$ cat src/rtl/i2cseq_pkg.sv
// Shared encodings for the memory transaction sequencer.
// Assumes the byte engine decodes the 2-bit operation code below.
package i2cseq_pkg;
    typedef enum logic [1:0] {
        BOP_START = 2'd0,
        BOP_SEND  = 2'd1,
        BOP_RECV  = 2'd2,
        BOP_STOP  = 2'd3
    } bop_e;

    typedef enum logic [2:0] {
        PH_DEVW, PH_ADDR, PH_DEVR, PH_WDATA, PH_RDATA, PH_STOP
    } phase_e;

    typedef enum logic [2:0] {
        S_IDLE, S_WAIT_BUS, S_ISSUE, S_WAIT_BYTE, S_RDOUT, S_FINISH
    } state_e;

    localparam logic [2:0] RES_OK   = 3'd0;
    localparam logic [2:0] RES_ERR  = 3'd1;
    localparam logic [2:0] RES_NACK = 3'd2;
    localparam logic [2:0] RES_TMO  = 3'd4;
endpackage

$ cat src/rtl/i2cseq_timer.sv
// Deadline counter: counts cycles while run is high and flags expiry
// on the LIMIT-th counted cycle. Assumes LIMIT >= 1; clr restarts it.
module i2cseq_timer #(
    parameter int LIMIT = 1000
) (
    input  logic clk,
    input  logic rst_n,
    input  logic clr,
    input  logic run,
    output logic expired
);
    localparam int CW = $clog2(LIMIT + 1);
    localparam logic [CW-1:0] LAST = CW'(LIMIT - 1);

    logic [CW-1:0] cnt;

    // Advance the count during a wait, restart it outside one.
    always_ff @(posedge clk) begin
        if (!rst_n || clr)
            cnt <= '0;
        else if (run && !expired)
            cnt <= cnt + 1'b1;
    end

    assign expired = (cnt == LAST);

    AST_TMR_BOUND: assert property (@(posedge clk) disable iff (!rst_n)
        cnt <= LAST);
endmodule

$ cat src/rtl/i2cseq_fold.sv
// Folds address bits that lie above the transmitted address bytes into
// the device number through MASK. Assumes alen is the effective length.
module i2cseq_fold #(
    parameter logic [6:0] MASK = 7'h07
) (
    input  logic        en,
    input  logic [6:0]  dev,
    input  logic [31:0] addr,
    input  logic [2:0]  alen,
    output logic [6:0]  dev_out
);
    logic [39:0] upper;

    // Shift away the bytes that go on the wire and mask what remains.
    always_comb begin
        upper = {8'h00, addr} >> {alen, 3'b000};
        if (en && (alen != 3'd0))
            dev_out = dev | (upper[6:0] & MASK);
        else
            dev_out = dev;
    end
endmodule

$ cat src/rtl/i2c_mem_seq.sv
// Command-level sequencer: turns one read/write/probe command into
// byte operations for a byte-wise I2C engine. Assumes the engine answers
// each one-cycle request with one bm_done pulse, and that bus arbitration
// is not this block's concern.
module i2c_mem_seq
    import i2cseq_pkg::*;
#(
    parameter int         LEN_W     = 16,
    parameter int         IDLE_TMO  = 1000,
    parameter int         BYTE_TMO  = 1000,
    parameter logic [6:0] FOLD_MASK = 7'h07
) (
    input  logic             clk,
    input  logic             rst_n,
    input  logic             cmd_valid,
    output logic             cmd_ready,
    input  logic             cmd_read,
    input  logic             cmd_probe,
    input  logic             cmd_fold,
    input  logic [6:0]       cmd_dev,
    input  logic [31:0]      cmd_addr,
    input  logic [2:0]       cmd_alen,
    input  logic [LEN_W-1:0] cmd_len,
    input  logic             bus_busy,
    input  logic [7:0]       wr_data,
    input  logic             wr_valid,
    output logic             wr_ready,
    output logic [7:0]       rd_data,
    output logic             rd_valid,
    input  logic             rd_ready,
    output logic             bm_req,
    output logic [1:0]       bm_op,
    output logic [7:0]       bm_byte,
    output logic             bm_ack,
    input  logic             bm_done,
    input  logic             bm_nack,
    input  logic [7:0]       bm_rdata,
    output logic             done,
    output logic [2:0]       status
);
    localparam logic [2:0]       MAX_ALEN = 3'd4;
    localparam logic [LEN_W-1:0] ONE     = LEN_W'(1);

    state_e           state;
    phase_e           phase;
    logic [2:0]       res_q;
    logic             is_rd, probe_q;
    logic [6:0]       dev_q, dev_fold;
    logic [31:0]      addr_q;
    logic [2:0]       arem, arem_m1;
    logic [LEN_W-1:0] drem;
    logic [7:0]       rbuf, abyte;
    logic [2:0]       eff_alen;
    logic [LEN_W-1:0] eff_len;
    logic             bus_exp, byte_exp;
    bop_e             op_c;

    // A probe is forced to a one-byte read with no address bytes.
    assign eff_alen = cmd_probe ? 3'd0 : cmd_alen;
    assign eff_len  = cmd_probe ? ONE  : cmd_len;

    i2cseq_fold #(.MASK(FOLD_MASK)) u_fold (
        .en(cmd_fold), .dev(cmd_dev), .addr(cmd_addr),
        .alen(eff_alen), .dev_out(dev_fold)
    );

    i2cseq_timer #(.LIMIT(IDLE_TMO)) u_bus_tmr (
        .clk(clk), .rst_n(rst_n), .clr(state != S_WAIT_BUS),
        .run(state == S_WAIT_BUS), .expired(bus_exp)
    );

    i2cseq_timer #(.LIMIT(BYTE_TMO)) u_byte_tmr (
        .clk(clk), .rst_n(rst_n), .clr(state != S_WAIT_BYTE),
        .run(state == S_WAIT_BYTE), .expired(byte_exp)
    );

    // Main sequencing: command capture, bus wait, byte steps, result.
    always_ff @(posedge clk) begin
        if (!rst_n) begin
            state   <= S_IDLE;
            phase   <= PH_DEVW;
            res_q   <= RES_OK;
            is_rd   <= 1'b0;
            probe_q <= 1'b0;
            dev_q   <= '0;
            addr_q  <= '0;
            arem    <= '0;
            drem    <= '0;
            rbuf    <= '0;
        end else begin
            case (state)
                S_IDLE: if (cmd_valid) begin
                    is_rd   <= cmd_read | cmd_probe;
                    probe_q <= cmd_probe;
                    dev_q   <= dev_fold;
                    addr_q  <= cmd_addr;
                    arem    <= eff_alen;
                    drem    <= eff_len;
                    res_q   <= RES_OK;
                    if (eff_len == '0 || eff_alen > MAX_ALEN) begin
                        res_q <= RES_ERR;
                        state <= S_FINISH;
                    end else begin
                        state <= S_WAIT_BUS;
                    end
                end
                S_WAIT_BUS: begin
                    if (!bus_busy) begin
                        state <= S_ISSUE;
                        phase <= (is_rd && arem == 3'd0) ? PH_DEVR : PH_DEVW;
                    end else if (bus_exp) begin
                        res_q <= RES_TMO;
                        state <= S_FINISH;
                    end
                end
                S_ISSUE: if (bm_req) state <= S_WAIT_BYTE;
                S_WAIT_BYTE: begin
                    if (bm_done) begin
                        if (phase == PH_STOP) begin
                            state <= S_FINISH;
                        end else if (phase != PH_RDATA && bm_nack) begin
                            res_q <= RES_NACK;
                            phase <= PH_STOP;
                            state <= S_ISSUE;
                        end else begin
                            state <= S_ISSUE;
                            case (phase)
                                PH_DEVW: phase <= (arem != 3'd0) ? PH_ADDR : PH_WDATA;
                                PH_ADDR: begin
                                    arem <= arem_m1;
                                    if (arem == 3'd1) phase <= is_rd ? PH_DEVR : PH_WDATA;
                                end
                                PH_DEVR: phase <= PH_RDATA;
                                PH_WDATA: begin
                                    drem <= drem - ONE;
                                    if (drem == ONE) phase <= PH_STOP;
                                end
                                PH_RDATA: begin
                                    drem <= drem - ONE;
                                    rbuf <= bm_rdata;
                                    if (drem == ONE) phase <= PH_STOP;
                                    if (!probe_q) state <= S_RDOUT;
                                end
                                default: phase <= PH_STOP;
                            endcase
                        end
                    end else if (byte_exp) begin
                        res_q <= RES_TMO;
                        if (phase == PH_STOP) begin
                            state <= S_FINISH;
                        end else begin
                            phase <= PH_STOP;
                            state <= S_ISSUE;
                        end
                    end
                end
                S_RDOUT:  if (rd_ready) state <= S_ISSUE;
                S_FINISH: state <= S_IDLE;
                default:  state <= S_IDLE;
            endcase
        end
    end

    // Pick the address byte still to send, most significant first.
    assign arem_m1 = arem - 3'd1;
    assign abyte   = 8'(addr_q >> {arem_m1, 3'b000});

    // Translate the current phase into one byte-engine operation.
    always_comb begin
        bm_byte = 8'h00;
        bm_ack  = 1'b0;
        case (phase)
            PH_DEVW:  begin op_c = BOP_START; bm_byte = {dev_q, 1'b0}; end
            PH_DEVR:  begin op_c = BOP_START; bm_byte = {dev_q, 1'b1}; end
            PH_ADDR:  begin op_c = BOP_SEND;  bm_byte = abyte; end
            PH_WDATA: begin op_c = BOP_SEND;  bm_byte = wr_data; end
            PH_RDATA: begin op_c = BOP_RECV;  bm_ack = (drem != ONE); end
            default:  op_c = BOP_STOP;
        endcase
    end

    assign bm_op     = op_c;
    assign bm_req    = (state == S_ISSUE) && !(phase == PH_WDATA && !wr_valid);
    assign wr_ready  = (state == S_ISSUE) && (phase == PH_WDATA);
    assign rd_valid  = (state == S_RDOUT);
    assign rd_data   = rbuf;
    assign cmd_ready = (state == S_IDLE);
    assign done      = (state == S_FINISH);
    assign status    = res_q;

    AST_DONE_PULSE: assert property (@(posedge clk) disable iff (!rst_n)
        done |=> !done);
    AST_STATUS_LEGAL: assert property (@(posedge clk) disable iff (!rst_n)
        done |-> (status == RES_OK || status == RES_ERR ||
                  status == RES_NACK || status == RES_TMO));
    AST_REQ_PULSE: assert property (@(posedge clk) disable iff (!rst_n)
        bm_req |=> !bm_req);
    AST_RD_HOLD: assert property (@(posedge clk) disable iff (!rst_n)
        rd_valid && !rd_ready |=> rd_valid && $stable(rd_data));
    AST_BAD_CMD_QUIET: assert property (@(posedge clk) disable iff (!rst_n)
        cmd_valid && cmd_ready && !cmd_probe && cmd_len == '0 |=> !bm_req && done);
endmodule

$ cat config.mk
export PLATFORM = sky130hd
export DESIGN_NAME = i2c_mem_seq
export DESIGN_NICKNAME = d
export VERILOG_FILES = /design/src/rtl/i2cseq_pkg.sv /design/src/rtl/i2cseq_timer.sv /design/src/rtl/i2cseq_fold.sv /design/src/rtl/i2c_mem_seq.sv
export SDC_FILE = /design/constraint.sdc
export NUM_CORES = 1
export LEC_CHECK = 0
export CORE_AREA = 8 8 105 107
export CTS_CLUSTER_SIZE = 40
export DETAILED_ROUTE_END_ITERATION = 10
export DIE_AREA = 0 0 113 115
export PLACE_DENSITY = 0.85
export SLEW_MARGIN = 0
export SYNTH_ARGS = -nofsm -noshare
export SYNTH_HDL_FRONTEND = slang
export SYNTH_SLANG_ARGS = --single-unit
$ cat constraint.sdc
create_clock -name clk -period 5.3 [get_ports clk]
set_input_delay 0.795 -clock clk [delete_from_list [all_inputs] [get_ports clk]]
set_output_delay 0.795 -clock clk [all_outputs]
set_load 0.005 [all_outputs]
==> run metrics, run 1 <==
Ports=between 100 and 150; final max-slew violation count=0; width of the die=113 um; power density of the placed cells=372 mW/mm^2; Hold Path Stages=2; register-to-register path setup slack=2.18 ns; post-route worst hold slack=0.461 ns; CP arrival=between 3 and 4 ns; reg2reg path depth=5; slowest cell on the critical path=sky130_fd_sc_hd__dfxtp_1; transition time of the tightest slew-check pin=1.25 ns; Post-CTS Resized=0; Syn Nets=726; library cells used by synthesis=60; Setup Buffers After CTS=0; floorplan die height=~120 um; met3 track demand over resource=4.99%; clock net sink count=97; number of flops mapped to enable cells by yosys=0; wire length reported by the detailed router=between 10 and 15 mm; most frequent cells in the layout=sky130_fd_sc_hd__clkdlybuf4s50_1 (111), sky130_fd_sc_hd__nand2_1 (104), sky130_fd_sc_hd__dfxtp_1 (97); global-route wire length before repair=23.5 mm; Power Total=0.00236 W; status=complete, no violations; Critical R2R Capture=drem[3]; FFs w/ async S/R, synth=0%; total routing resource utilization after global routing=21.7%; Worst Path Max Fanout=10; area added between synthesis and finish=26.3%; pin count of the biggest net entering global routing=between 60 and 70; Yosys top cell area share=38.7%; initial core utilization=53.0%; register area share after synthesis=~39%; area of the mapped netlist=0.00501 mm^2; met1 capacity usage during global routing=26.7%; warnings from Yosys=0; sort of element at the start of the critical path=flip-flop; FF-to-FF Start=state[0]; Via Count=5028; number of buffers created by CTS=9; highest ir drop seen on vdd=0.000205 V; number of hold violations in the final report=0; Slew headroom=16.8%; number of violations reported at the end of detailed-routing iteration 0=478; fill cell instance count of the final layout=797; per-instance average area after synthesis=7.91 um^2; most common cell after layout, fill and taps aside=sky130_fd_sc_hd__clkdlybuf4s50_1; Diodes inserted=0; number of global-route vias before repair=5022; core box area=roughly 0.0095 mm^2; startpoint of the most critical hold path=addr_q[19]; endpoint class of the critical path=primary output; delay of the slowest cell on the worst path=0.63 ns; buffers from clock root to sink, at most=2; full die area=between 0.01 and 0.015 mm^2; CTS tree=yes; drc violations=0; weighted congestion at the end of routability-driven global placement=0.883; number of max-cap violations=0; kind of critical path=flip-flop to primary output; Total Negative Setup Slacks=0 ns; clock-pin transition on the worst setup and hold timing paths=0.09 ns; number of detailed-route iterations in the first pass=5; highest-utilization routing layer at the global route stage=met2; number of placement rows=36; routed wire length per instance=17.1 um; most area-hungry cell type in the Yosys netlist=sky130_fd_sc_hd__dfxtp_1; DR vias/cell=6.02; share of post-route cells with drive strength above 1=4.44%; Lkg Pwr=about 2.3 nW; clock latency at the later pin of the worst-skew pair=0.37 ns; buffers added on ports=111; total global routing overflow=0; Cells after Synth=634; hold endpoint=addr_q[19]; placed wire-length estimate after detailed placement=10.3 mm; Post-CTS Hold Buffers=0; Detail Route Antenna Nets=0; data required time of the worst path=4.51 ns; fin cells=835; global routing usage on met2=a little over a third; nets@finish=~810; flip-flop cell with the highest count after synthesis=sky130_fd_sc_hd__dfxtp_1; Clock Root Buffer=sky130_fd_sc_hd__clkbuf_8; number of antenna violations at the first check in global routing=0; Final setup viols=0; maximum clock rate=251 MHz; post-placement cell count=819; unrepaired setup endpoints after global routing=no; maximum level of the CTS H-tree=3; post-route minimum period=~4 ns; synthesis-stage register bit count=a little under 100; worst setup skew after layout=0.0116 ns; post-route clock period utilization=75.2%; Hold WC Path Type=flip-flop to flip-flop; dominant cells by area after synthesis=sky130_fd_sc_hd__dfxtp_1 (39%), sky130_fd_sc_hd__nand2_1 (7.8%), sky130_fd_sc_hd__a21oi_1 (6.9%); critical-path cell list=inv_1 -> ha_1 -> mux4_2 -> a222oi_1 -> nor2_1 -> clkdlybuf4s50_1
-- layer usage --
metal | part of all wire, % | routed length (um)
met1 | 43 | 6110
met2 | 47 | 6780
met3 | 7.2 | 1020
met4 | 2.5 | 361
met5 | 0 | 0
-- Yosys cell counts (4+ instances only) --
| cell | count |
|---|---|
| sky130_fd_sc_hd__nor3b_1 | 4 |
| sky130_fd_sc_hd__inv_1 | 14 |
| sky130_fd_sc_hd__nor3_1 | 24 |
| sky130_fd_sc_hd__nand3_1 | 12 |
| sky130_fd_sc_hd__a21oi_1 | 69 |
| sky130_fd_sc_hd__nand2_1 | 104 |
| sky130_fd_sc_hd__xnor2_1 | 6 |
| sky130_fd_sc_hd__xor2_1 | 10 |
| sky130_fd_sc_hd__mux4_2 | 8 |
| sky130_fd_sc_hd__nand2b_1 | 5 |
| sky130_fd_sc_hd__a31oi_1 | 7 |
| sky130_fd_sc_hd__o21ai_0 | 30 |
| sky130_fd_sc_hd__nor2_1 | 66 |
| sky130_fd_sc_hd__nor2b_1 | 7 |
| sky130_fd_sc_hd__nor4_1 | 9 |
| sky130_fd_sc_hd__buf_2 | 6 |
| sky130_fd_sc_hd__buf_1 | 4 |
| sky130_fd_sc_hd__dfxtp_1 | 97 |
| sky130_fd_sc_hd__clkbuf_1 | 31 |
| sky130_fd_sc_hd__nand4_1 | 8 |
| sky130_fd_sc_hd__or3_1 | 10 |
| sky130_fd_sc_hd__o211ai_1 | 5 |
| sky130_fd_sc_hd__a222oi_1 | 5 |
| sky130_fd_sc_hd__mux2i_1 | 12 |
| sky130_fd_sc_hd__and3_1 | 11 |
| sky130_fd_sc_hd__a211oi_1 | 5 |
| sky130_fd_sc_hd__ha_1 | 7 |
-- power by group --
group | total, W | switching, W | leakage (nW) | internal, W
clock | 0.000530 | 0.000262 | 0.103 | 0.000268
combinational | 0.000859 | 0.000485 | 1.42 | 0.000373
sequential | 0.000968 | 0.000122 | 0.791 | 0.000845
total | 0.00236 | 0.000870 | 2.31 | 0.00149
-- logic make-up (layout without fill, tap and decap cells) --
logic type / count (synthesis) / in the layout / synth area share [%]
simple gates: 282 / 282 / 27.1
mux: 22 / 22 / 6.44
xor+xnor: 16 / 16 / 2.80
buf+inv: 56 / 143 / 4.42
compound gates: 154 / 154 / 18.8
fa+ha+maj: 7 / 7 / 1.75
flops: 97 / 97 / 38.7
-- critical path, delay by kind of cell, from the launching register on --
| kind | cells | cell delay, ns |
|---|---|---|
| compound gates | 1 | 0.31 |
| fa+ha+maj | 1 | 0.60 |
| buf+inv | 2 | 0.65 |
| flops | 1 | 0.63 |
| mux | 1 | 0.56 |
| simple gates | 1 | 0.07 |
-- through the flow --
stage / worst slack (ns) / util, % / cell area, um^2
5_1_grt: 1.04 / 66.9 / 6330
3_3_place_gp: 1.75 / 64.6 / 6110
3_5_place_dp: 1.66 / 64.6 / 6110
6_report: 1.31 / 66.9 / 6330
4_1_cts: 1.26 / 66.9 / 6330
2_1_floorplan: 2.09 / - / 5010
-- area by class of cell --
class                           count  area (um^2)  share of cell area [%]
Clock inverter                      6         92.6                    1.46
Clock buffer                       10          128                    2.02
Timing Repair Buffer              113         1130                    17.8
Tap cell                          114          143                    2.25
Sequential cell                    97         1940                    30.7
Multi-Input combinational cell    481         2850                    45.0
Inverter                           14         52.6                   0.830
-- registers in the layout, summed over array words and instances (netlist names), 7 cells and up --
register / cells
addr_q: 32
u_bus_tmr.cnt: 10
u_byte_tmr.cnt: 10
dev_q: 7
drem: 16
rd_data: 8
-- how the worst max path moves through the flow --
| stage | from | end | slack, ns | depth (start not counted) |
|---|---|---|---|---|
| floorplan | arem[0] | bm_byte[6] | 2.09 | 7 |
| global placement | arem[0] | bm_byte[6] | 1.75 | 6 |
| detailed placement | arem[0] | bm_byte[6] | 1.66 | 6 |
| CTS | arem[0] | bm_byte[6] | 1.26 | 6 |
| global route | arem[0] | bm_byte[6] | 1.04 | 6 |
| finish | arem[0] | bm_byte[6] | 1.31 | 6 |
No activity file was read; power rests on OpenSTA's default activity.
==> run 2: changes to the inputs <==
- CORE_AREA: 8 8 105 107 -> 8 8 114 116
- DIE_AREA: 0 0 113 115 -> 0 0 122 124
- PLACE_DENSITY: 0.85 -> 0.75
- clock period: 5.3 -> 3.4 ns (I/O delays scaled with it)
==> run 2 against run 1 <==
- clock skew is essentially flat
- design area increased by 2.7%
- global-route usage is 3.2 points lower
- critical path depth is 1 lower
- die area increased by 16%
==> run metrics, run 2 (same netlist as run 1, synthesis figures left out) <==
status=complete, no violations; highest ir drop seen on vdd=0.000336 V (+64%); Clock Root Buffer=sky130_fd_sc_hd__clkbuf_16; number of antenna violations at the first check in global routing=0 (unchanged); worst setup skew after layout=0.0114 ns (-0.000203 ns); Via Count=5069 (+0.82%); wire length reported by the detailed router=14.5 mm (+1.3%); placed wire-length estimate after detailed placement=10.7 mm (+3.3%); final max-slew violation count=0 (unchanged); fill cell instance count of the final layout=990 (+24%); Post-CTS Hold Buffers=0 (unchanged); most frequent cells in the layout=sky130_fd_sc_hd__clkdlybuf4s50_1 (111), sky130_fd_sc_hd__nand2_1 (104), sky130_fd_sc_hd__dfxtp_1 (97); width of the die=122 um (+8.0%); number of buffers created by CTS=9 (unchanged); critical-path cell list=inv_1 -> nor3_1 -> a222oi_1 -> nor2_1 -> clkdlybuf4s50_1; CP arrival=2.69 ns (-0.50 ns); number of flip-flops in the largest register=32 (unchanged); global-route wire length before repair=22.9 mm (-2.5%); number of hold violations in the final report=0 (unchanged); share of post-route cells with drive strength above 1=5.89% (+1.5 points); nets@finish=817 (+1.1%); maximum clock rate=approximately 310 MHz; Lkg Pwr=2.39 nW (+3.3%); clock-pin transition on the worst setup and hold timing paths=0.07 ns (-0.02 ns); number of placement rows=39 (+8.3%); CTS tree=yes; Setup Buffers After CTS=0 (unchanged); buffers added on ports=111 (unchanged); Worst Path Max Fanout=13 (+3); clock net sink count=97 (unchanged); total global routing overflow=0 (unchanged); total routing resource utilization after global routing=18.5% (-3.2 points); utilization after layout=58.2% (-8.8 points); power density of the placed cells=589 mW/mm^2 (+58%); drc violations=0 (unchanged); number of violations reported at the end of detailed-routing iteration 0=432 (-9.6%); Ports=112 (unchanged); floorplan die height=124 um (+7.8%); kind of critical path=flip-flop to primary output; area added between synthesis and finish=29.7%; post-route minimum period=3.20 ns; Final setup viols=0 (unchanged); number of global-route vias before repair=4897 (-2.5%); Detail Route Antenna Nets=0 (unchanged); initial core utilization=44.9% (-8.1 points); data required time of the worst path=2.89 ns (-1.62 ns); Multi-input gate area=0.00285 mm^2 (+0.18%); Slew headroom=47.1% (+30 points); buffers from clock root to sink, at most=2 (unchanged); Total Negative Setup Slacks=0 ns (unchanged); clock latency at the later pin of the worst-skew pair=0.34 ns (-0.03 ns); register-to-register path setup slack=0.83 ns (-1.35 ns); routed wire length per instance=16.6 um (-3.1%); maximum level of the CTS H-tree=3 (unchanged); core box area=0.0112 mm^2 (+18%); slowest cell on the critical path=sky130_fd_sc_hd__nor3_1; number of detailed-route iterations in the first pass=8 (+3); number of max-cap violations=0 (unchanged); Worst path top cell family by delay=buffers and inverters; DR vias/cell=5.81 (-3.6%); full die area=0.0151 mm^2 (+16%); unrepaired setup endpoints after global routing=no; transition time of the tightest slew-check pin=0.786 ns (-0.462 ns); Post-CTS Resized=0 (unchanged); Diodes inserted=0 (unchanged); delay of the slowest cell on the worst path=0.60 ns (-0.03 ns); registers with the most flip-flops=addr_q: 32 flops, drem: 16 flops; weighted congestion at the end of routability-driven global placement=0.896 (+1.4%); endpoint class of the critical path=primary output; FF+latch area=0.00194 mm^2 (unchanged); post-route clock period utilization=roughly 94%; most common cell after layout, fill and taps aside=sky130_fd_sc_hd__clkdlybuf4s50_1; Power Total=0.00383 W (+63%); Hold WC Path Type=flip-flop to flip-flop; pin count of the biggest net entering global routing=47 (-32%); buffer and inverter count on the worst path=2 (unchanged); most flop-heavy register=addr_q; sort of element at the start of the critical path=flip-flop
==> run 2: changes by cell type in the layout (fill, tap and decap cells not counted) <==
cell / previous run / this run
sky130_fd_sc_hd__inv_6: 0 / 1
sky130_fd_sc_hd__ha_1: 7 / 6
sky130_fd_sc_hd__clkinvlp_4: 2 / 1
sky130_fd_sc_hd__clkbuf_8: 9 / 1
sky130_fd_sc_hd__bufinv_16: 2 / 0
sky130_fd_sc_hd__ha_2: 0 / 1
sky130_fd_sc_hd__nor2_1: 66 / 65
sky130_fd_sc_hd__clkbuf_16: 0 / 9
sky130_fd_sc_hd__buf_4: 2 / 11
sky130_fd_sc_hd__nor2_2: 0 / 1
sky130_fd_sc_hd__clkinv_2: 0 / 1
==> run 2: worst paths after layout <==
path / startpoint / to / cells after the start
min: addr_q[12] / addr_q[12] / 2
min reg2reg: addr_q[12] / addr_q[12] / 2
max reg2reg: state[0] / drem[11] / 6
max: phase[0] / bm_byte[1] / 5
==> run 2: per-stage QoR <==
step | cells | hold slack [ns] | worst slack (ns) | cell area, um^2
detailed placement | 857 | 0.446 | 0.447 | 6220
global route | 873 | 0.466 | 0.0768 | 6500
global placement | 857 | 0.442 | 0.535 | 6220
CTS | 873 | 0.456 | 0.0746 | 6500
finish | 873 | 0.458 | 0.205 | 6500
floorplan | 634 | 0.433 | 0.473 | 5010
==> run 2: worst min-delay path: cells and delay by family (launching register included) <==
| kind | cells | cell delay, ns |
|---|---|---|
| AOI/OAI and AO/OA | 1 | 0.05 |
| and+or+nand+nor | 1 | 0.05 |
| DFF | 1 | 0.31 |
==> run 2: routing by layer <==
layer	vias to the layer above	track usage [%]	routed length, um
li1	2449	-	-
met1	2388	23.5	6230
met2	214	30.3	6860
met3	18	4.71	1190
met4	0	5.71	167
met5	-	0	0
==> run 2: area by class of cell <==
type	instances	area share, %
multi-input combinational	481	43.9
sequential	97	29.9
timing repair buffer	122	18.4
clock buffer	11	3.73
tap	143	2.75
inverter	14	0.808
clock inverter	5	0.596
==> run 2: report_power, final <==
part / internal, W / switching (W)
Sequential: 0.00132 / 0.000181
Clock: 0.000520 / 0.000433
Combinational: 0.000605 / 0.000773
Total: 0.00244 / 0.00139
==> run 3: changes to the inputs <==
- ABC_CLOCK_PERIOD_IN_PS: not set -> 3400
- CORE_AREA: 8 8 114 116 -> 8 8 126 128
- DIE_AREA: 0 0 122 124 -> 0 0 134 136
- PLACE_DENSITY: 0.75 -> 0.66
- SYNTH_HIERARCHICAL: not set -> 1
==> run 3 against run 2 <==
- clock skew decreased by 0.0043 ns
- wire length increased by 5.8%
- core utilization is 8.9 points lower
- area after synthesis increased by 7.8%
- critical path depth stayed put
- combinational power increased by 10%
- first-iteration DRC count fell by 10%
- via count shrank 0.14%
- synthesized cell count up 4.1%
- sequential share of layout area decreased by 1.8 points
- non-clock buffer count shrank 3
- design area increased by 6.5%
- largest cell class unchanged
==> run metrics, run 3 <==
hold endpoint=addr_q[5]; wire length on met3=961 um (-19%); Setup Buffers After CTS=0 (unchanged); fill cell instance count of the final layout=1394 (+41%); P_sw=0.00149 W (+7.1%); pin count of the biggest net entering global routing=43 (-8.5%); number of flops mapped to enable cells by yosys=0 (unchanged); DR vias/cell=5.43 (-6.6%); nets@finish=836 (+2.3%); most area-hungry cell type in the Yosys netlist=sky130_fd_sc_hd__dfxtp_1; library cells used by synthesis=79 (+32%); area of the mapped netlist=0.00540 mm^2 (+7.8%); register-to-register path setup slack=1.15 ns (+0.32 ns); main combinational cell family by area after synthesis=simple AND/OR/NAND/NOR gates; core box area=0.0140 mm^2 (+26%); share of post-route cells with drive strength above 1=9.35% (+3.5 points); unrepaired setup endpoints after global routing=no; number of flip-flops in the largest register=32 (unchanged); reg2reg path depth=8 (+2); kind of critical path=flip-flop to primary output; number of placement rows=44 (+13%); weighted congestion at the end of routability-driven global placement=0.856 (-4.4%); post-placement cell count=917 (+7.0%); part of the power in combinational logic=35.8% (-0.2 points); total global routing overflow=0 (unchanged); drc violations=0 (unchanged); transition time of the tightest slew-check pin=0.772 ns (-0.0143 ns); Diodes inserted=0 (unchanged); buffers from clock root to sink, at most=2 (unchanged); Worst Path Max Fanout=11 (-2); CTS tree=yes; setup slack of the critical path after layout=0.344 ns (+0.139 ns); share of the synthesized netlist area taken by xor and xnor gates=2.11% (-0.69 points); critical-path cell list=inv_1 -> nor3_1 -> a22oi_1 -> nand2_1 -> clkdlybuf4s50_1; Via Count=5062 (-0.14%); Yosys top cell area share=35.9% (-2.8 points); Syn Nets=752 (+3.6%); placed wire-length estimate after detailed placement=11.6 mm (+8.8%); Critical R2R Capture=state[0]; Clock Root Buffer=sky130_fd_sc_hd__clkbuf_16; share of power burned in registers=35.6% (-3.5 points); number of max-cap violations=0 (unchanged); CP arrival=2.55 ns (-0.14 ns); Post-CTS Hold Buffers=0 (unchanged); Total Negative Setup Slacks=0 ns (unchanged); most common cell in the netlist=sky130_fd_sc_hd__nand2_1; Hold WC Path Type=flip-flop to flip-flop; post-route clock period utilization=89.9% (-4.1 points); startpoint of the most critical hold path=addr_q[5]; per-instance average area after synthesis=8.19 um^2 (+3.5%); most common cell after layout, fill and taps aside=sky130_fd_sc_hd__nand2_1; area added between synthesis and finish=28.2%; Worst path top cell family by delay=simple AND/OR/NAND/NOR gates; Post-CTS Resized=0 (unchanged); FF-to-FF Start=u_bus_tmr/cnt[0]; global-route wire length before repair=24.8 mm (+8.0%); Final setup viols=0 (unchanged); fin cells=933 (+6.9%); initial core utilization=38.5% (-6.4 points); slowest cell on the critical path=sky130_fd_sc_hd__nor3_1; registers with the most flip-flops=addr_q: 32 flops, drem: 16 flops; simple-gate share of the synthesized area=26.7% (-0.41 points); final max-slew violation count=0 (unchanged); buffers added on ports=111 (unchanged); number of buffers created by CTS=9 (unchanged); worst setup slack after placement=0.689 ns (+0.242 ns); Clk network pwr share=28.7% (+3.8 points); most flop-heavy register=addr_q; endpoint class of the critical path=primary output; total routing resource utilization after global routing=16.7% (-1.8 points); full die area=0.0182 mm^2 (+20%); Hold Path Stages=2 (unchanged); synthesized-area fraction occupied by adder cells=1.62% (-0.13 points); number of antenna violations at the first check in global routing=0 (unchanged); maximum level of the CTS H-tree=3 (unchanged); share of synthesized area spent on multiplexers=7.04% (+0.60 points); Lkg Pwr=2.41 nW (+0.92%); warnings from Yosys=6 (+6); met2 WL post-DR=7.53 mm (+9.7%); delay of the slowest cell on the worst path=0.65 ns (+0.05 ns); highest ir drop seen on vdd=0.000295 V (-12%); most frequent cells in the layout=sky130_fd_sc_hd__nand2_1 (117), sky130_fd_sc_hd__clkdlybuf4s50_1 (111), sky130_fd_sc_hd__dfxtp_1 (97); uppermost layer routed=met4; number of global-route vias before repair=5001 (+2.1%); data required time of the worst path=2.89 ns (about the same); number of hold violations in the final report=0 (unchanged); number of violations reported at the end of detailed-routing iteration 0=387 (-10%); floorplan die height=136 um (+9.7%); maximum clock rate=327 MHz (+4.6%); clock net sink count=97 (unchanged); post-route minimum period=3.06 ns (-0.139 ns); routed metal-1 wirelength=6.56 mm (+5.3%); post-synthesis compound-gate area fraction=20.9% (+2.2 points); P_int=0.00277 W (+14%); number of detailed-route iterations in the first pass=5 (-3); Ports=112 (unchanged); sort of element at the start of the critical path=flip-flop; wire length reported by the detailed router=15.3 mm (+5.8%); Slew headroom=48.4% (+1.3 points); Cells after Synth=660 (+4.1%); flip-flop cell with the highest count after synthesis=sky130_fd_sc_hd__dfxtp_1; register area share after synthesis=35.9% (-2.8 points); switching power share of the total=34.9% (-1.3 points); FFs w/ async S/R, synth=0% (unchanged); width of the die=134 um (+9.8%); clock latency at the later pin of the worst-skew pair=0.34 ns (about the same); status=complete, no violations; routed wire length per instance=16.4 um (-0.96%); clock-pin transition on the worst setup and hold timing paths=0.07 ns (about the same); buffer and inverter count on the worst path=2 (unchanged); utilization after layout=49.3% (-8.9 points); Detail Route Antenna Nets=0 (unchanged); power density of the placed cells=615 mW/mm^2 (+4.4%); synthesis-stage register bit count=97 (unchanged); dominant cells by area after synthesis=sky130_fd_sc_hd__dfxtp_1 (36%), sky130_fd_sc_hd__nand2_1 (8.1%), sky130_fd_sc_hd__a21oi_1 (6.9%); worst setup skew after layout=0.00714 ns (-0.00430 ns); Synth top cells by count=sky130_fd_sc_hd__nand2_1 (117), sky130_fd_sc_hd__dfxtp_1 (97), sky130_fd_sc_hd__a21oi_1 (75), sky130_fd_sc_hd__nor2_1 (60), sky130_fd_sc_hd__nand3_1 (22)
-- run 3: cells by family after synthesis --
logic type	count (synthesis)
simple gates	286
xor+xnor	13
fa+ha+maj	7
compound gates	169
buf+inv	61
mux	27
flops	97
-- run 3: how the worst max path moves through the flow --
stage | from | end | cells past startpoint | slack (ns)
final | phase[0] | bm_byte[7] | 5 | 0.34
after global placement | cmd_probe | dev_q[2] | 9 | 0.73
after CTS | phase[0] | bm_byte[7] | 5 | 0.35
after floorplan | arem[0] | bm_byte[7] | 7 | 0.94
after detailed placement | cmd_probe | dev_q[2] | 9 | 0.69
after global routing | phase[0] | bm_byte[7] | 5 | 0.15
-- run 3: worst reg2reg max path, stage by stage, from the launching register on --
cell	delay, ns
sky130_fd_sc_hd__dfxtp_1	0.37
sky130_fd_sc_hd__ha_1	0.26
sky130_fd_sc_hd__nand4bb_4	0.17
sky130_fd_sc_hd__nor3_1	0.37
sky130_fd_sc_hd__inv_1	0.10
sky130_fd_sc_hd__a32oi_2	0.23
sky130_fd_sc_hd__o311ai_1	0.19
sky130_fd_sc_hd__a311o_1	0.36
sky130_fd_sc_hd__a21oi_1	0.13
-- run 3: per-stage QoR --
step	cell area, um^2	hold WS (ns)	total power (W)
final	6930	0.456	0.00426
after detailed placement	6570	0.448	0.00305
after global routing	6930	0.477	0.00452
after global placement	6570	0.442	0.00302
after CTS	6930	0.456	0.00428
after floorplan	5400	0.433	0.00263
-- run 3: power groups by stage --
stage          Combinational [W]  Clock (W)  Sequential (W)
4_1_cts                  0.00152    0.00125         0.00151
3_3_place_gp             0.00149          0         0.00153
3_5_place_dp             0.00151          0         0.00154
6_report                 0.00152    0.00122         0.00152
5_1_grt                  0.00169    0.00128         0.00154
2_1_floorplan            0.00120          0         0.00143
-- run 3: layout make-up --
class / count / area [um^2] / area share, %
Multi-Input combinational cell: 502 / 3150 / 45.5
Sequential cell: 97 / 1940 / 28.0
Timing Repair Buffer: 119 / 1180 / 17.1
Tap cell: 184 / 230 / 3.32
Clock buffer: 10 / 229 / 3.31
Clock inverter: 6 / 130 / 1.88
Inverter: 15 / 56.3 / 0.813
-- run 3: routing by layer --
| layer | vias up | GRT usage (%) |
|---|---|---|
| met5 | - | 0 |
| li1 | 2500 | - |
| met3 | 15 | 3.84 |
| met4 | 0 | 5.93 |
| met1 | 2388 | 20.2 |
| met2 | 159 | 28.7 |
